===== config.mk =====
export PLATFORM = sky130hd
export DESIGN_NAME = apod_pwm_mod
export DESIGN_NICKNAME = d
export VERILOG_FILES = /design/src/rtl/apod_pkg.sv /design/src/rtl/apod_step_gen.sv /design/src/rtl/apod_tri_cnt.sv /design/src/rtl/apod_level_det.sv /design/src/rtl/apod_pwm_mod.sv
export SDC_FILE = /design/constraint.sdc
export NUM_CORES = 1
export LEC_CHECK = 0
export ABC_AREA = 1
export BUFFER_PORTS_ARGS = -buffer_cell sky130_fd_sc_hd__buf_4
export CORE_AREA = 2 2 121 123
export DETAILED_ROUTE_END_ITERATION = 10
export DIE_AREA = 0 0 123 125
export PLACE_DENSITY_LB_ADDON = 0.08
export RECOVER_POWER = 25
export SYNTH_ARGS = -nofsm -noshare
export SYNTH_HDL_FRONTEND = slang
export SYNTH_HIERARCHICAL = 1
export SYNTH_SLANG_ARGS = --single-unit

===== constraint.sdc =====
create_clock -name clk -period 7.8 [get_ports clk]
set_input_delay 1.56 -clock clk [delete_from_list [all_inputs] [get_ports clk]]
set_output_delay 1.56 -clock clk [all_outputs]
set_load 0.1 [all_outputs]

===== src/rtl/apod_pkg.sv =====
`timescale 1ns/1ps
package apod_pkg;

  localparam int NCAR = 4;

  typedef logic [5:0]        sw_t;
  typedef logic signed [2:0] lvl_t;

  localparam sw_t SW_POS2 = 6'b010101;
  localparam sw_t SW_POS1 = 6'b011100;
  localparam sw_t SW_ZERO = 6'b111000;
  localparam sw_t SW_NEG1 = 6'b100011;
  localparam sw_t SW_NEG2 = 6'b101010;

  function automatic sw_t lvl_to_sw(input lvl_t l);
    sw_t s;
    case (l)
      3'b010:  s = SW_POS2;
      3'b001:  s = SW_POS1;
      3'b111:  s = SW_NEG1;
      3'b110:  s = SW_NEG2;
      default: s = SW_ZERO;
    endcase
    return s;
  endfunction

  // Carrier offset for index k in units of q; nz selects the non-crossing set.
  function automatic int car_offset(input int k, input bit nz, input int q);
    int o;
    if (nz) o = (k < 2) ? (-6 * q + 2 * q * k) : (2 * q * k - 4 * q);
    else    o = -5 * q + 2 * q * k;
    return o;
  endfunction

endpackage


===== src/rtl/apod_step_gen.sv =====
`timescale 1ns/1ps
module apod_step_gen #(
  parameter int STEP_DIV = 10
) (
  input  logic clk,
  input  logic rst,
  output logic tick
);
  localparam int DIV_W = (STEP_DIV > 2) ? $clog2(STEP_DIV) : 1;
  localparam logic [DIV_W-1:0] LAST = DIV_W'(STEP_DIV - 1);

  logic [DIV_W-1:0] div_cnt;

  assign tick = (div_cnt == LAST);

  always_ff @(posedge clk) begin
    if (rst)       div_cnt <= '0;
    else if (tick) div_cnt <= '0;
    else           div_cnt <= div_cnt + 1'b1;
  end
endmodule


===== src/rtl/apod_tri_cnt.sv =====
`timescale 1ns/1ps
module apod_tri_cnt #(
  parameter int CAR_PK    = 2000,
  parameter int CNT_W     = 11,
  parameter bit START_TOP = 1'b0
) (
  input  logic             clk,
  input  logic             rst,
  input  logic             tick,
  output logic [CNT_W-1:0] cnt,
  output logic             wrap
);
  localparam logic [CNT_W-1:0] PK_V  = CNT_W'(CAR_PK);
  localparam logic [CNT_W-1:0] PK_M1 = CNT_W'(CAR_PK - 1);
  localparam logic [CNT_W-1:0] ONE_V = CNT_W'(1);

  logic rising;

  // Step that brings the count back to its starting extreme.
  generate
    if (START_TOP) begin : g_top
      assign wrap = tick && rising && (cnt == PK_M1);
    end else begin : g_bot
      assign wrap = tick && !rising && (cnt == ONE_V);
    end
  endgenerate

  always_ff @(posedge clk) begin
    if (rst) begin
      cnt    <= START_TOP ? PK_V : '0;
      rising <= !START_TOP;
    end else if (tick) begin
      if (rising) begin
        cnt <= cnt + 1'b1;
        if (cnt == PK_M1) rising <= 1'b0;
      end else begin
        cnt <= cnt - 1'b1;
        if (cnt == ONE_V) rising <= 1'b1;
      end
    end
  end
endmodule


===== src/rtl/apod_level_det.sv =====
`timescale 1ns/1ps
module apod_level_det
  import apod_pkg::*;
#(
  parameter int REF_W  = 16,
  parameter int CNT_W  = 11,
  parameter int CAR_PK = 2000
) (
  input  logic signed [REF_W-1:0]      ref_q,
  input  logic [NCAR-1:0][CNT_W-1:0]   t_vec,
  input  logic                         nz_mode,
  output lvl_t                         lvl
);
  localparam int EXT_W = ((REF_W > CNT_W) ? REF_W : CNT_W) + 3;
  localparam int Q     = CAR_PK / 4;

  logic signed [EXT_W-1:0] ref_x;
  logic [NCAR-1:0]         hit;

  assign ref_x = EXT_W'(ref_q);

  generate
    for (genvar k = 0; k < NCAR; k++) begin : g_car
      localparam int OFF_NZ = car_offset(k, 1'b1, Q);
      localparam int OFF_CV = car_offset(k, 1'b0, Q);
      localparam logic signed [EXT_W-1:0] ONZ = EXT_W'(OFF_NZ);
      localparam logic signed [EXT_W-1:0] OCV = EXT_W'(OFF_CV);
      logic signed [EXT_W-1:0] cv;
      assign cv = (nz_mode ? ONZ : OCV)
                + $signed({{(EXT_W-CNT_W){1'b0}}, t_vec[k]});
      if (k >= NCAR / 2) begin : g_pos
        assign hit[k] = (ref_x > cv);
      end else begin : g_neg
        assign hit[k] = (cv > ref_x);
      end
    end
  endgenerate

  logic signed [3:0] acc;

  always_comb begin
    acc = 4'sd0;
    for (int k = 0; k < NCAR; k++) begin
      if (hit[k]) acc = (k >= NCAR / 2) ? acc + 4'sd1 : acc - 4'sd1;
    end
    if (acc > 4'sd2)       lvl = 3'sd2;
    else if (acc < -4'sd2) lvl = -3'sd2;
    else                   lvl = acc[2:0];
  end
endmodule


===== src/rtl/apod_pwm_mod.sv =====
`timescale 1ns/1ps
module apod_pwm_mod
  import apod_pkg::*;
#(
  parameter int REF_W    = 16,
  parameter int CAR_PK   = 2000,
  parameter int STEP_DIV = 10
) (
  input  logic                    clk,
  input  logic                    rst,
  input  logic                    mode_sel,
  input  logic                    ref_valid,
  output logic                    ref_ready,
  input  logic signed [REF_W-1:0] ref_sample,
  output logic [5:0]              sw_en,
  output logic signed [2:0]       level
);
  localparam int CNT_W = $clog2(CAR_PK + 1);

  logic                          tick;
  logic [NCAR-1:0][CNT_W-1:0]    t_vec;
  logic [NCAR-1:0]               wrap_vec;
  logic                          bnd;
  logic                          mode_q;
  logic signed [REF_W-1:0]       ref_q;
  lvl_t                          lvl_d;

  assign ref_ready = ~rst;

  apod_step_gen #(.STEP_DIV(STEP_DIV)) u_step (
    .clk (clk),
    .rst (rst),
    .tick(tick)
  );

  generate
    for (genvar k = 0; k < NCAR; k++) begin : g_cnt
      apod_tri_cnt #(
        .CAR_PK   (CAR_PK),
        .CNT_W    (CNT_W),
        .START_TOP((k % 2) == 1)
      ) u_car (
        .clk (clk),
        .rst (rst),
        .tick(tick),
        .cnt (t_vec[k]),
        .wrap(wrap_vec[k])
      );
    end
  endgenerate

  // Every carrier is back at its starting extreme on the same step.
  assign bnd = &wrap_vec;

  always_ff @(posedge clk) begin
    if (rst)      mode_q <= mode_sel;
    else if (bnd) mode_q <= mode_sel;
  end

  always_ff @(posedge clk) begin
    if (rst)                  ref_q <= '0;
    else if (ref_valid && ref_ready) ref_q <= ref_sample;
  end

  apod_level_det #(
    .REF_W (REF_W),
    .CNT_W (CNT_W),
    .CAR_PK(CAR_PK)
  ) u_det (
    .ref_q  (ref_q),
    .t_vec  (t_vec),
    .nz_mode(mode_q),
    .lvl    (lvl_d)
  );

  always_ff @(posedge clk) begin
    if (rst) begin
      sw_en <= SW_ZERO;
      level <= '0;
    end else begin
      sw_en <= lvl_to_sw(lvl_d);
      level <= lvl_d;
    end
  end
endmodule


==> results.py <==
metrics = {
    "status": {
        "status": "finished clean",
    },
    "clock_tree": {
        "htree_levels": 3,
        "hold_buffers": 0,
        "cts_made_buffers": 9,
        "clockBufferDepth": 2,
        "post-cts-setup-buffers": 0,
        "clk_latency_ns": 0.34,
        "cts_tree": "yes",
        "path_clk_slew_ns": 0.06,
        "cts_sinks": 78,
        "root_buffer": "clkbuf_16",
        "cts_resized": 0,
    },
    "critical_path": {
        "start_kind": "flip-flop",
        "critPathArrivalTime_ns": 5.49,
        "worstReg2RegStart": "mode_q",
        "critPathBufInv": 4,
        "critPathMaxFanout": 20,
        "cp.required_ns": 8.03,
        "max_stage_delay_ns": 0.65,
        "path_delay_family": "simple AND/OR/NAND/NOR gates",
        "reg2reg_slack_ns": 2.54,
        "slowest_stage": "inv_1",
        "crit_type": "reg -> reg",
        "r2r-end": "sw_en[5]",
        "cp-end-kind": "flip-flop",
        "ff2ff_path_depth": 29,
    },
    "hold_path": {
        "min_path_cells": 1,
        "hold_end": "u_step/div_cnt[0]",
        "holdCritPathClass": "reg -> reg",
        "min_from": "u_step/div_cnt[0]",
    },
    "drt": {
        "wl_met2_um": 7648,
        "first_iter_violations": 341,
        "routed_via_density": 5.084,
        "drt_pre_antenna_iters": 6,
        "wl_met3_um": 439,
        "route.vias.total": 6533,
        "drt_wl_total_um": 16560,
        "drcViolationCount": 0,
        "drtAntennaViolNets": 0,
        "maxUsedRoutingLayer": "met4",
        "wl_per_cell_um": 12.89,
        "wl_met1_um": 8233,
    },
    "synthesis": {
        "netlist_instances": 1065,
        "synth_edf_count": 1,
        "synth_ff_type": "dfxtp_1",
        "synth_seq_cells": 78,
        "synth.avg_cell_area_um2": 6.623,
        "synthesis.nets": 1183,
        "yosysWarnings": 6,
        "ys_seq_area_share_pct": 22.28,
        "ys_types": 41,
        "synth_area_um2": 7053,
        "synthArstFlopShare_pct": 0,
    },
    "timing": {
        "fmax_mhz": 190.2,
        "setup_viol": 0,
        "skew_ns": 0.009203,
        "finalSetupTns_ns": 0,
        "finalHoldViolations": 0,
        "rsz0062_at_grt": "no",
        "period_share_pct": 67.40,
        "slew_viol_final": 0,
        "worst_pin_slew_ns": 1.337,
        "slew_headroom_pct": 10.83,
        "period_needed_ns": 5.257,
    },
    "finish": {
        "layout-drive-gt1-share_pct": 9.537,
        "antennaDiodeCount": 0,
        "syn2layout_area_growth_pct": 8.781,
        "mostFrequentLayoutCells": "nand2_1, inv_1, nor2_1",
        "fin_nets": 1214,
        "fillers": 1445,
        "stdcell_area_um2": 7672,
        "final_common_cell": "nand2_1",
    },
    "power": {
        "power_density_nw_per_um2": 146.2,
        "vdd_ir_drop_max_v": 0.00009899,
        "p_leak_nw": 3.856,
    },
    "job": {
        "max-cap-violations": 0,
    },
    "die": {
        "die_w_um": 123,
        "die_y_um": 125,
        "die-area_um2": 15380,
        "coreArea_um2": 14200,
        "start_util_pct": 49.66,
        "ios": 30,
        "rows": 44,
    },
    "grt": {
        "grt_pass1_wl_um": 28590,
        "grt_usage_pct": 23.06,
        "grt_max_degree": 31,
        "grt_pass1_vias": 6073,
        "antenna_found_initial": 0,
        "overflow": 0,
    },
    "placed_design": {
        "io_buffer_count": 29,
        "place_congestion": 0.8631,
        "place_area_um2": 7428,
        "dp_hpwl_um": 12970,
    },
}
## metal layers
| layer | vias up | global-route usage (%) |
|---|---|---|
| li1 | 3524 | - |
| met1 | 2920 | 31.15 |
| met2 | 76 | 38.35 |
| met3 | 13 | 2.600 |
| met4 | 0 | 7.086 |
| met5 | - | 0 |
## through the flow
step	hold slack, ns	total power [mW]	std cells	worst slack, ns	util (%)
floorplan	0.4442	0.6863	1065	3.290	-
global placement	0.4663	0.7572	1269	2.717	52.30
detailed placement	0.4771	0.7583	1269	2.607	52.30
CTS	0.4896	1.137	1285	2.584	54.09
global route	0.5247	1.192	1285	1.995	54.02
finish	0.4796	1.122	1285	2.543	54.02
## cells by family after synthesis
kind of cell             count (synthesis)  share of synthesized area [%]
adder cells (fa/ha/maj)                 98                          17.60
buffers and inverters                  179                          10.13
XOR/XNOR                                33                          4.098
flip-flops                              78                          22.28
AO/OA/AOI/OAI                          140                          11.23
AND/OR/NAND/NOR                        537                          34.66
## worst max path at each step
stage                       from  endpoint  depth (start not counted)
final                     mode_q  sw_en[5]                         29
after floorplan           mode_q  sw_en[5]                         29
after global placement    mode_q  sw_en[5]                         30
after detailed placement  mode_q  sw_en[5]                         29
after global routing      mode_q  sw_en[5]                         31
after CTS                 mode_q  sw_en[5]                         29
## power by group
part / total, mW / switching [mW] / internal (mW)
Sequential: 0.437 / 0.0164 / 0.420
Clock: 0.374 / 0.159 / 0.215
Combinational: 0.311 / 0.220 / 0.0911
Total: 1.12 / 0.395 / 0.726
## registers in the layout, indices dropped and copies added (netlist names)
| name | cells |
|---|---|
| g_cnt.u_car/cnt | 44 |
| g_cnt.u_car/rising | 4 |
| level | 3 |
| mode_q | 1 |
| ref_q | 16 |
| sw_en | 6 |
| u_step/div_cnt | 4 |
## worst register-to-register path: cells and delay by family, from the launching register on
family                   cells  cell delay [ns]
AO/OA/AOI/OAI                3             0.62
XOR/XNOR                     1             0.17
adder cells (fa/ha/maj)      4             1.25
buffers and inverters        4             0.82
flip-flops                   1             0.55
AND/OR/NAND/NOR             17             1.73
## final cells by class
class	instances	area, um^2	area share [%]
multi-input combinational	808	4765	62.10
sequential	78	1572	20.48
inverter	169	634.4	8.268
clock buffer	14	244.0	3.180
tap	184	230.2	3.001
timing repair buffer	30	217.7	2.838
clock inverter	2	10.01	0.1305
## synth_stat cells, types with 9 or more instances
cell | count | area [um^2]
nand2_2 | 19 | 118.9
nand4_1 | 35 | 219.0
o21ai_0 | 53 | 265.3
xor2_1 | 18 | 157.7
nand2_1 | 228 | 855.8
inv_2 | 9 | 33.78
nand3_1 | 79 | 395.4
nor2_2 | 11 | 68.82
inv_1 | 160 | 600.6
ha_1 | 96 | 1201
dfxtp_1 | 77 | 1541
xnor2_1 | 15 | 131.4
a21oi_1 | 56 | 280.3
nor2_1 | 135 | 506.7
Power figures use the tool's default switching activity.
